## src/rtl/bt_pkg.sv

```systemverilog
package bt_pkg;

    typedef enum logic [1:0] {
        RSP_WIN_SHORT = 2'b00,
        RSP_WIN_MED   = 2'b01,
        RSP_WIN_LONG  = 2'b10,
        RSP_WIN_XLONG = 2'b11
    } rsp_win_e;

    function automatic int max4(input int a, input int b, input int c, input int d);
        int m;
        m = a;
        if (b > m) m = b;
        if (c > m) m = c;
        if (d > m) m = d;
        return m;
    endfunction

endpackage

```

## src/rtl/bt_tick_div.sv

```systemverilog
module bt_tick_div #(
    parameter int FAST_DIV = 16,
    parameter int SLOW_DIV = 12
) (
    input  logic clk,
    input  logic rst_n,
    input  logic slow,
    input  logic clr,
    input  logic en,
    output logic tick
);
    localparam int MAXD = (FAST_DIV > SLOW_DIV) ? FAST_DIV : SLOW_DIV;
    localparam int PW   = (MAXD > 2) ? $clog2(MAXD) : 1;
    localparam logic [PW-1:0] FAST_LIM = PW'(FAST_DIV - 1);
    localparam logic [PW-1:0] SLOW_LIM = PW'(SLOW_DIV - 1);

    logic [PW-1:0] pre_d, pre_q;
    logic [PW-1:0] lim;

    always_comb begin
        lim   = slow ? SLOW_LIM : FAST_LIM;
        tick  = en && !clr && (pre_q >= lim);
        pre_d = pre_q;
        if (clr) begin
            pre_d = '0;
        end else if (en) begin
            pre_d = tick ? '0 : pre_q + PW'(1);
        end
    end

    always_ff @(posedge clk) begin
        if (!rst_n) pre_q <= '0;
        else        pre_q <= pre_d;
    end

    // a tick never repeats on the next clock while the divider runs on
    p_tick_spaced_r3: assert property (@(posedge clk) disable iff (!rst_n)
        (tick && en) |=> !tick);

endmodule

```

## src/rtl/bt_interval_timer.sv

```systemverilog
module bt_interval_timer #(
    parameter int CNT_W    = 16,
    parameter int FAST_DIV = 16,
    parameter int SLOW_DIV = 12
) (
    input  logic             clk,
    input  logic             rst_n,
    input  logic             slow,
    input  logic             start,
    input  logic             cancel,
    input  logic [CNT_W-1:0] target,
    output logic             expire
);
    typedef struct packed {
        logic             active;
        logic             expire;
        logic [CNT_W-1:0] cnt;
        logic [CNT_W-1:0] tgt;
    } tmr_s;

    tmr_s st_d, st_q;
    logic tick;

    bt_tick_div #(.FAST_DIV(FAST_DIV), .SLOW_DIV(SLOW_DIV)) u_div (
        .clk   (clk),
        .rst_n (rst_n),
        .slow  (slow),
        .clr   (start),
        .en    (st_q.active && !cancel),
        .tick  (tick)
    );

    always_comb begin
        st_d        = st_q;
        st_d.expire = 1'b0;
        if (start) begin
            st_d.active = 1'b1;
            st_d.cnt    = '0;
            st_d.tgt    = target;
        end else if (cancel && st_q.active) begin
            st_d.active = 1'b0;
        end else if (st_q.active && tick) begin
            if (st_q.cnt == st_q.tgt - CNT_W'(1)) begin
                st_d.active = 1'b0;
                st_d.expire = 1'b1;
            end else begin
                st_d.cnt = st_q.cnt + CNT_W'(1);
            end
        end
    end

    always_ff @(posedge clk) begin
        if (!rst_n) st_q <= '0;
        else        st_q <= st_d;
    end

    assign expire = st_q.expire;

    // an expiry pulse only follows a running interval
    p_expire_from_run_r2: assert property (@(posedge clk) disable iff (!rst_n)
        st_q.expire |-> $past(st_q.active));

    // a cancel of a running interval yields no pulse
    p_cancel_silent_r7: assert property (@(posedge clk) disable iff (!rst_n)
        (cancel && st_q.active && !start) |=> !st_q.expire);

    // arming restarts from a zero count
    p_restart_zero_r8: assert property (@(posedge clk) disable iff (!rst_n)
        start |=> (st_q.active && st_q.cnt == '0 && !st_q.expire));

    // the interval length presented on arming is never zero
    p_target_nonzero_r4: assert property (@(posedge clk) disable iff (!rst_n)
        start |-> (target != '0));

endmodule

```

## src/rtl/bt_tx_watchdog.sv

```systemverilog
module bt_tx_watchdog #(
    parameter int LIMIT_US = 668,
    parameter int FAST_DIV = 16,
    parameter int SLOW_DIV = 12
) (
    input  logic clk,
    input  logic rst_n,
    input  logic slow,
    input  logic tx_on,
    input  logic clr,
    output logic inhibit
);
    localparam int CW = $clog2(LIMIT_US + 1);
    localparam logic [CW-1:0] LAST = CW'(LIMIT_US - 1);

    typedef struct packed {
        logic          inh;
        logic [CW-1:0] cnt;
    } wd_s;

    wd_s  st_d, st_q;
    logic tick;

    bt_tick_div #(.FAST_DIV(FAST_DIV), .SLOW_DIV(SLOW_DIV)) u_div (
        .clk   (clk),
        .rst_n (rst_n),
        .slow  (slow),
        .clr   (clr || !tx_on),
        .en    (tx_on),
        .tick  (tick)
    );

    always_comb begin
        st_d = st_q;
        if (clr) begin
            st_d.inh = 1'b0;
            st_d.cnt = '0;
        end else if (!tx_on) begin
            st_d.cnt = '0;
        end else if (tick) begin
            if (st_q.cnt == LAST) begin
                st_d.inh = 1'b1;
                st_d.cnt = '0;
            end else begin
                st_d.cnt = st_q.cnt + CW'(1);
            end
        end
    end

    always_ff @(posedge clk) begin
        if (!rst_n) st_q <= '0;
        else        st_q <= st_d;
    end

    assign inhibit = st_q.inh;

    // the inhibit only rises out of an active transmission
    p_trip_needs_tx_r9: assert property (@(posedge clk) disable iff (!rst_n)
        $rose(st_q.inh) |-> $past(tx_on));

    // the inhibit holds until cleared
    p_inhibit_sticky_r10: assert property (@(posedge clk) disable iff (!rst_n)
        (st_q.inh && !clr) |=> st_q.inh);

    // a clear drops the inhibit on the next edge
    p_clear_drops_r10: assert property (@(posedge clk) disable iff (!rst_n)
        clr |=> !st_q.inh);

endmodule

```

## src/rtl/bus_timing_supervisor.sv

```systemverilog
module bus_timing_supervisor #(
    parameter int FAST_DIV   = 16,
    parameter int SLOW_DIV   = 12,
    parameter int GAP_W      = 16,
    parameter int GAP_MIN_US = 4,
    parameter int RSP_HALF_0 = 37,
    parameter int RSP_HALF_1 = 45,
    parameter int RSP_HALF_2 = 101,
    parameter int RSP_HALF_3 = 256,
    parameter int WDOG_US    = 668,
    parameter int CH_N       = 2
) (
    input  logic             clk,
    input  logic             rst_n,
    input  logic             slow_clk,
    input  logic             gap_start,
    input  logic [GAP_W-1:0] gap_us,
    output logic             gap_done,
    input  logic             cmd_midpar,
    input  logic             sts_midsync,
    input  logic [1:0]       rsp_sel,
    output logic             rsp_timeout,
    input  logic [CH_N-1:0]  tx_active,
    input  logic [CH_N-1:0]  wdog_clr,
    output logic [CH_N-1:0]  tx_inhibit
);
    import bt_pkg::*;

    localparam int RSP_MAX = max4(RSP_HALF_0, RSP_HALF_1, RSP_HALF_2, RSP_HALF_3);
    localparam int RSP_CW  = $clog2(RSP_MAX + 1);
    localparam int HALF_FAST = FAST_DIV / 2;
    localparam int HALF_SLOW = SLOW_DIV / 2;

    logic [GAP_W-1:0]  gap_tgt;
    logic [RSP_CW-1:0] rsp_tgt;

    always_comb begin
        gap_tgt = (gap_us == '0) ? GAP_W'(GAP_MIN_US) : gap_us;
        case (rsp_win_e'(rsp_sel))
            RSP_WIN_SHORT: rsp_tgt = RSP_CW'(RSP_HALF_0);
            RSP_WIN_MED:   rsp_tgt = RSP_CW'(RSP_HALF_1);
            RSP_WIN_LONG:  rsp_tgt = RSP_CW'(RSP_HALF_2);
            default:       rsp_tgt = RSP_CW'(RSP_HALF_3);
        endcase
    end

    bt_interval_timer #(.CNT_W(GAP_W), .FAST_DIV(FAST_DIV), .SLOW_DIV(SLOW_DIV)) u_gap (
        .clk    (clk),
        .rst_n  (rst_n),
        .slow   (slow_clk),
        .start  (gap_start),
        .cancel (1'b0),
        .target (gap_tgt),
        .expire (gap_done)
    );

    bt_interval_timer #(.CNT_W(RSP_CW), .FAST_DIV(HALF_FAST), .SLOW_DIV(HALF_SLOW)) u_rsp (
        .clk    (clk),
        .rst_n  (rst_n),
        .slow   (slow_clk),
        .start  (cmd_midpar),
        .cancel (sts_midsync),
        .target (rsp_tgt),
        .expire (rsp_timeout)
    );

    for (genvar ch = 0; ch < CH_N; ch++) begin : g_wdog
        bt_tx_watchdog #(.LIMIT_US(WDOG_US), .FAST_DIV(FAST_DIV), .SLOW_DIV(SLOW_DIV)) u_wd (
            .clk     (clk),
            .rst_n   (rst_n),
            .slow    (slow_clk),
            .tx_on   (tx_active[ch]),
            .clr     (wdog_clr[ch]),
            .inhibit (tx_inhibit[ch])
        );
    end

    // a no-response pulse never lasts two clocks
    p_timeout_single_r6: assert property (@(posedge clk) disable iff (!rst_n)
        rsp_timeout |=> !rsp_timeout);

    // a gap-done pulse never lasts two clocks
    p_gap_single_r2: assert property (@(posedge clk) disable iff (!rst_n)
        gap_done |=> !gap_done);

endmodule

```

## config.mk

```make
export PLATFORM = sky130hd
export DESIGN_NAME = bus_timing_supervisor
export DESIGN_NICKNAME = d
export VERILOG_FILES = /design/src/rtl/bt_pkg.sv /design/src/rtl/bt_tick_div.sv /design/src/rtl/bt_interval_timer.sv /design/src/rtl/bt_tx_watchdog.sv /design/src/rtl/bus_timing_supervisor.sv
export SDC_FILE = /design/constraint.sdc
export NUM_CORES = 1
export LEC_CHECK = 0
export BUFFER_PORTS_ARGS = -buffer_cell sky130_fd_sc_hd__buf_4
export CAP_MARGIN = 20
export CELL_PAD_IN_SITES_DETAIL_PLACEMENT = 2
export CELL_PAD_IN_SITES_GLOBAL_PLACEMENT = 2
export CORE_MARGIN = 5
export CORE_UTILIZATION = 40
export CTS_BUF_LIST = sky130_fd_sc_hd__clkbuf_4 sky130_fd_sc_hd__clkbuf_8 sky130_fd_sc_hd__clkbuf_16
export DETAILED_ROUTE_END_ITERATION = 8
export GPL_TIMING_DRIVEN = 0
export PLACE_DENSITY_LB_ADDON = 0.25
export SLEW_MARGIN = 10
export SYNTH_ARGS = -nofsm -noshare
export SYNTH_HDL_FRONTEND = slang
export SYNTH_SLANG_ARGS = --single-unit
```

## constraint.sdc

```tcl
create_clock -name clk -period 7.56 [get_ports clk]
set_clock_uncertainty 0.15 [all_clocks]
set_input_delay 0.756 -clock clk [delete_from_list [all_inputs] [get_ports clk]]
set_output_delay 0.756 -clock clk [all_outputs]
set_load 0.05 [all_outputs]
```

Word level (Yosys, flattened, before mapping)

Index checks and enable logic that the tools add are counted.

Muxes and demuxes: 19
Reductions and logical operators: 43
$lt $le $gt $ge: 4
Bitwise gates (word level): 8
Equal/unequal tests: 6
$add $sub $neg: 10

Operators with widths:

| operator                                           | number |
|---|---|
| two-way mux 16 bit                                 | 2 |
| case mux 9 bit (3 select lines)                    | 1 |
| adder 10 x 1 -> 10 bit, second input constant      | 2 |
| == test 10 bit, second input constant              | 2 |
| two-way mux 10 bit                                 | 2 |
| two-way mux 18 bit                                 | 1 |
| adder 16 x 1 -> 16 bit, second input constant      | 1 |
| == test 16 bit                                     | 1 |
| logical NOT 16 bit                                 | 1 |
| subtractor 16 x 1 -> 16 bit, second input constant | 1 |
| adder 4 x 1 -> 4 bit, second input constant        | 3 |
| >= comparator 4 bit                                | 3 |
| logical AND 1 bit                                  | 12 |
| two-way mux 4 bit                                  | 3 |
| OR reduction 2 bit                                 | 6 |
| two-way mux 11 bit                                 | 1 |
| adder 9 x 1 -> 9 bit, second input constant        | 1 |
| == test 9 bit                                      | 1 |
| two-way mux 9 bit                                  | 1 |
| AND reduction 3 bit                                | 3 |
| OR reduction 3 bit                                 | 3 |
| subtractor 9 x 1 -> 9 bit, second input constant   | 1 |
| inverter 1 bit                                     | 8 |
| logical NOT 1 bit                                  | 7 |
| 13 further kinds                                   | 23 |

Logic and storage cells: 106
Bits in registers: 91
Input bits: 28
Output and inout bits: 4

Depth between registers and ports, before layout

Depth after elaboration: 8
Mapped depth: 11
Depth with buffers taken out: 9

Modules after synthesis

From an unflattened synthesis, not the netlist that was laid out.

Cells, all modules: 596
Area, all modules: 5,295.1 um^2

Modules (own cells, without submodules):

| module                                 | cells each | area an instance (um^2) | sequential area each (um^2) | instances |
|---|---|---|---|---|
| bt_interval_timer (u_gap)              | 252        | 2,147.1                 | 680.7                       | 1 |
| bt_interval_timer (u_rsp)              | 129        | 1,168.6                 | 400.4                       | 1 |
| bt_tx_watchdog                         | 51         | 500.5                   | 220.2                       | 2 |
| bt_tick_div (g_wdog[0].u_wd.u_div ...) | 23         | 225.2                   | 80.1                        | 3 |
| bt_tick_div (u_rsp.u_div)              | 19         | 188.9                   | 60.1                        | 1 |
| bus_timing_supervisor                  | 25         | 113.9                   | 0.0                         | 1 |

Worst setup path before layout

No wires, ideal clock.

Kind: in2reg
Start point: input port slow_clk
End point: register u_gap.st_q[30] (netlist bit)
Arrival: 2.905 ns
Cell stages on the path: 9
Slack: 4.434 ns
Data required time: 7.339 ns
Path buffers: 1
Setup time: 0.071 ns
Cells stage by stage: ha_1 -> a21oi_1 -> or3_1 -> clkbuf_1 -> nor4_1 -> and3_1 -> nand4_1 -> or4_1 -> a21oi_1

Word-level cells in the longest chain between the ends: 5

RTL lines:

| what                          | line                        | RTL |
|---|---|---|
| from (decl)                   | bus_timing_supervisor.sv:15 | `input logic slow_clk,` |
| two-way mux 3 bit             | bt_tick_div.sv:21           | `lim = slow ? SLOW_LIM : FAST_LIM;` |
| >= comparator 4 bit           | bt_tick_div.sv:22           | `tick = en && !clr && (pre_q >= lim);` |
| logical AND 1 bit             | bt_tick_div.sv:22           |  |
| logical AND 1 bit             | bt_interval_timer.sv:42     | `end else if (st_q.active && tick) begin` |
| AND reduction 2 bit (no line) | n/a                         |  |
| to (signal assigned)          | bt_interval_timer.sv:54     | `else st_q <= st_d;` |
| to (decl)                     | bt_interval_timer.sv:21     | `tmr_s st_d, st_q;` |

Every way passes these cells.
A chain may end at the register's enable or synchronous reset.

Final worst setup path

Start point: input port slow_clk
End point: register u_gap.st_q[31] (netlist bit)

The elaborated chain is that of the path after synthesis.

==> reports/metrics.yaml <==
status:
  status: "complete, no violations"
logic_synthesis:
  synth_flop_cell: "dfxtp_1"
  synth_area_leaders: "dfxtp_1 (38%), xor2_1 (6.4%), ha_1 (4.2%)"
  synth_cells: 520
  yosys.cell_types.count: 64
  syn_nets: 563
  syn_avg_cell_area_um2: 8.619
  ys_seq_elements: 86
  synth_largest_area_cell: "dfxtp_1"
  ys_warn_count: 0
  syn_area_um2: 4482
  synth_edf_count: 0
  async_flop_share: 0
  synth_top_area_share: 0.3841
  seq_area_frac_synth: 0.3841
clocking:
  clk_pin_slew_ns: 0.09
  cts_tree: "done"
  cts_sinks: 86
  post_cts_resized: 0
  insertion_delay_ns: 0.38
  cts-root-buf: "clkbuf_8"
  hold_buffers: 0
  cts_setup_buffers: 0
  cts_buffer_depth: 2
  htree_levels: 3
  cts_buffers: 9
sta:
  maxSlewHeadroom: 0.3286
  max_freq_mhz: 287.5
  totalNegativeSetupSlack_ns: 0
  fin_crit_ns: 3.479
  finalHoldViolations: 0
  worst_pin_slew_ns: 0.9962
  setup_ws_ns: 4.081
  final-setup-viol-count: 0
  rsz0062_at_grt: "false"
  hold_ws_ns: 0.3045
  period_share: 0.4602
  drv_slew: 0
cells_and_area:
  syn2layout_area_growth_pct: 13.85
  drive_above_1_share: 0.1239
  diodes: 0
  final_cells: 705
  fin_util: 0.4686
  nNetsFinal: 603
routing:
  top_layer: "met4"
  firstDrtPassIters: 4
  dr_wl_met3_um: 307
  dr_total_vias: 4068
  route.detailed.drc: 0
  ant_nets: 0
  wl_met1_um: 6267
  first_iter_violations: 190
  routedWlPerCell_um: 19.60
  vias_per_cell: 5.770
  met2_length_um: 6916
  drt-total-wl_um: 13820
grt:
  grt_pass1_vias: 4497
  grt-ovfl-total: 0
  antenna_found_initial: 0
  grtUsageTotal: 0.2159
  grt_max_degree: 15
  grt_pass1_wl_um: 22850
min_path:
  hp-class: "reg2reg"
setup_path:
  cp_slowest_stage_delay_ns: 0.55
  required_ns: 7.71
  end_kind: "flop"
  path_common_cell: "a21oi_1"
  worstPathMaxFanout: 7
  setup.worst_path.start_class: "input port"
  timing_worst_setup_path_type: "in2reg"
  crit_path_cell_trace: "buf_4 -> ha_1 -> a21oi_1 -> or3_1 -> clkbuf_1 -> nor4_1 -> and3_1 -> nand4_1 -> or4_1 -> a21oi_1"
  cp_slowest_cell: "or4_1"
  worstPathArrival_ns: 3.63
floorplan:
  io_pins: 32
  core_um2: 10890
  dieHeight_um: 115.9
  die_w_um: 115.9
  initial_core_util: 0.4116
  die_area_um2: 13420
  fp-row-count: 38
placed_design:
  port_buffers: 29
  placed_cells: 689
  place_ws_ns: 3.766
  gp_congestion: 0.7586
  dp_hpwl_um: 9936
pwr:
  p_leak_nw: 1.863
  vdd_drop_max_mv: 0.09012
  powerDensity_nw_per_um2: 184.6
flow_run:
  drv_cap: 0
==> worst max-delay path: cells and delay by family <==
kind,cells,cell delay [ns]
AO/OA/AOI/OAI,2,0.26
adder cells (fa/ha/maj),1,0.28
buffers and inverters,2,0.38
AND/OR/NAND/NOR,5,1.95
==> synth_stat cells, types with 3 or more instances <==
master	number
xnor2_1	15
o21ai_1	3
nor2_1	47
nand3_1	11
dfxtp_1	86
nor2b_1	5
and3_1	9
o21ai_0	16
o31ai_1	3
nor3_1	15
or2_2	5
ha_1	15
inv_1	12
nand2b_1	11
clkbuf_1	13
or3_1	16
nand4_1	23
a31oi_1	3
a21oi_1	24
nand2_1	48
or4_1	10
nand3b_1	6
o211ai_1	6
mux2i_1	3
xor2_1	33
nor4_1	13
nor3b_1	6
and4_1	4
a22o_1	11
==> placed cells by master, fill, tap and decap left out, types with 15 or more instances in the layout <==
cell type	count
a21oi_1	24
buf_4	31
dfxtp_1	86
ha_1	15
nand2_1	48
nand4_1	23
nor2_1	47
nor3_1	15
o21ai_0	16
or3_1	16
xnor2_1	15
xor2_1	33
==> path summary, 6_finish.rpt <==
| check | from | to | slack, ns | cells past startpoint |
|---|---|---|---|---|
| worst max-delay path | slow_clk | u_gap.st_q[31] | 4.08 | 10 |
| worst min-delay path | g_wdog[0].u_wd.u_div.pre_q[0] | g_wdog[0].u_wd.u_div.pre_q[0] | 0.30 | 1 |
| worst max register to register | u_gap.st_q[0] | u_gap.st_q[26] | 4.14 | 10 |
| worst min register to register | g_wdog[0].u_wd.u_div.pre_q[0] | g_wdog[0].u_wd.u_div.pre_q[0] | 0.30 | 1 |
==> sequential cells by signal, summed over array words and instances, names as in the netlist <==
register	count
u_gap.expire	1
g_wdog.u_wd.st_q	20
u_gap.u_div.pre_q	4
u_rsp.expire	1
u_rsp.u_div.pre_q	3
u_rsp.st_q	14
g_wdog.u_wd.inhibit	2
g_wdog.u_wd.u_div.pre_q	8
u_gap.st_q	33
==> routing by layer <==
layer	vias to the layer above	GRT usage
met4	0	0.08353
met5	-	0
met2	54	0.3809
met1	2022	0.2651
met3	27	0.03081
li1	1965	-
==> layout make-up <==
type | count | area, µm²
Buffer | 23 | 130.1
Clock buffer | 11 | 145.1
Clock inverter | 5 | 82.58
Fill cell | 1228 | 5786
Inverter | 13 | 48.80
Multi-Input combinational cell | 398 | 2581
Sequential cell | 86 | 1722
Tap cell | 140 | 175.2
Timing Repair Buffer | 29 | 217.7
==> metrics by stage <==
step,cell area [µm²],power [mW]
after detailed placement,4875,0.5719
final,5102,0.9417
after floorplan,4482,0.5365
after global routing,5102,0.9810
after global placement,4875,0.5659
after CTS,5102,0.9508
==> kinds of logic (layout without fill, tap and decap cells) <==
group,after synthesis,count (layout),synth area share
compound gates,90,90,0.1365
xor+xnor,48,48,0.09380
fa+ha+maj,15,15,0.04188
buf+inv,36,81,0.03992
flops,86,86,0.3841
mux,3,3,0.006700
simple gates,242,242,0.2970
==> report_power, final <==
group | internal, mW | switching [mW]
registers | 0.460 | 0.00950
logic | 0.0394 | 0.0524
clock network | 0.200 | 0.180
(Power assumes the default switching activity.)
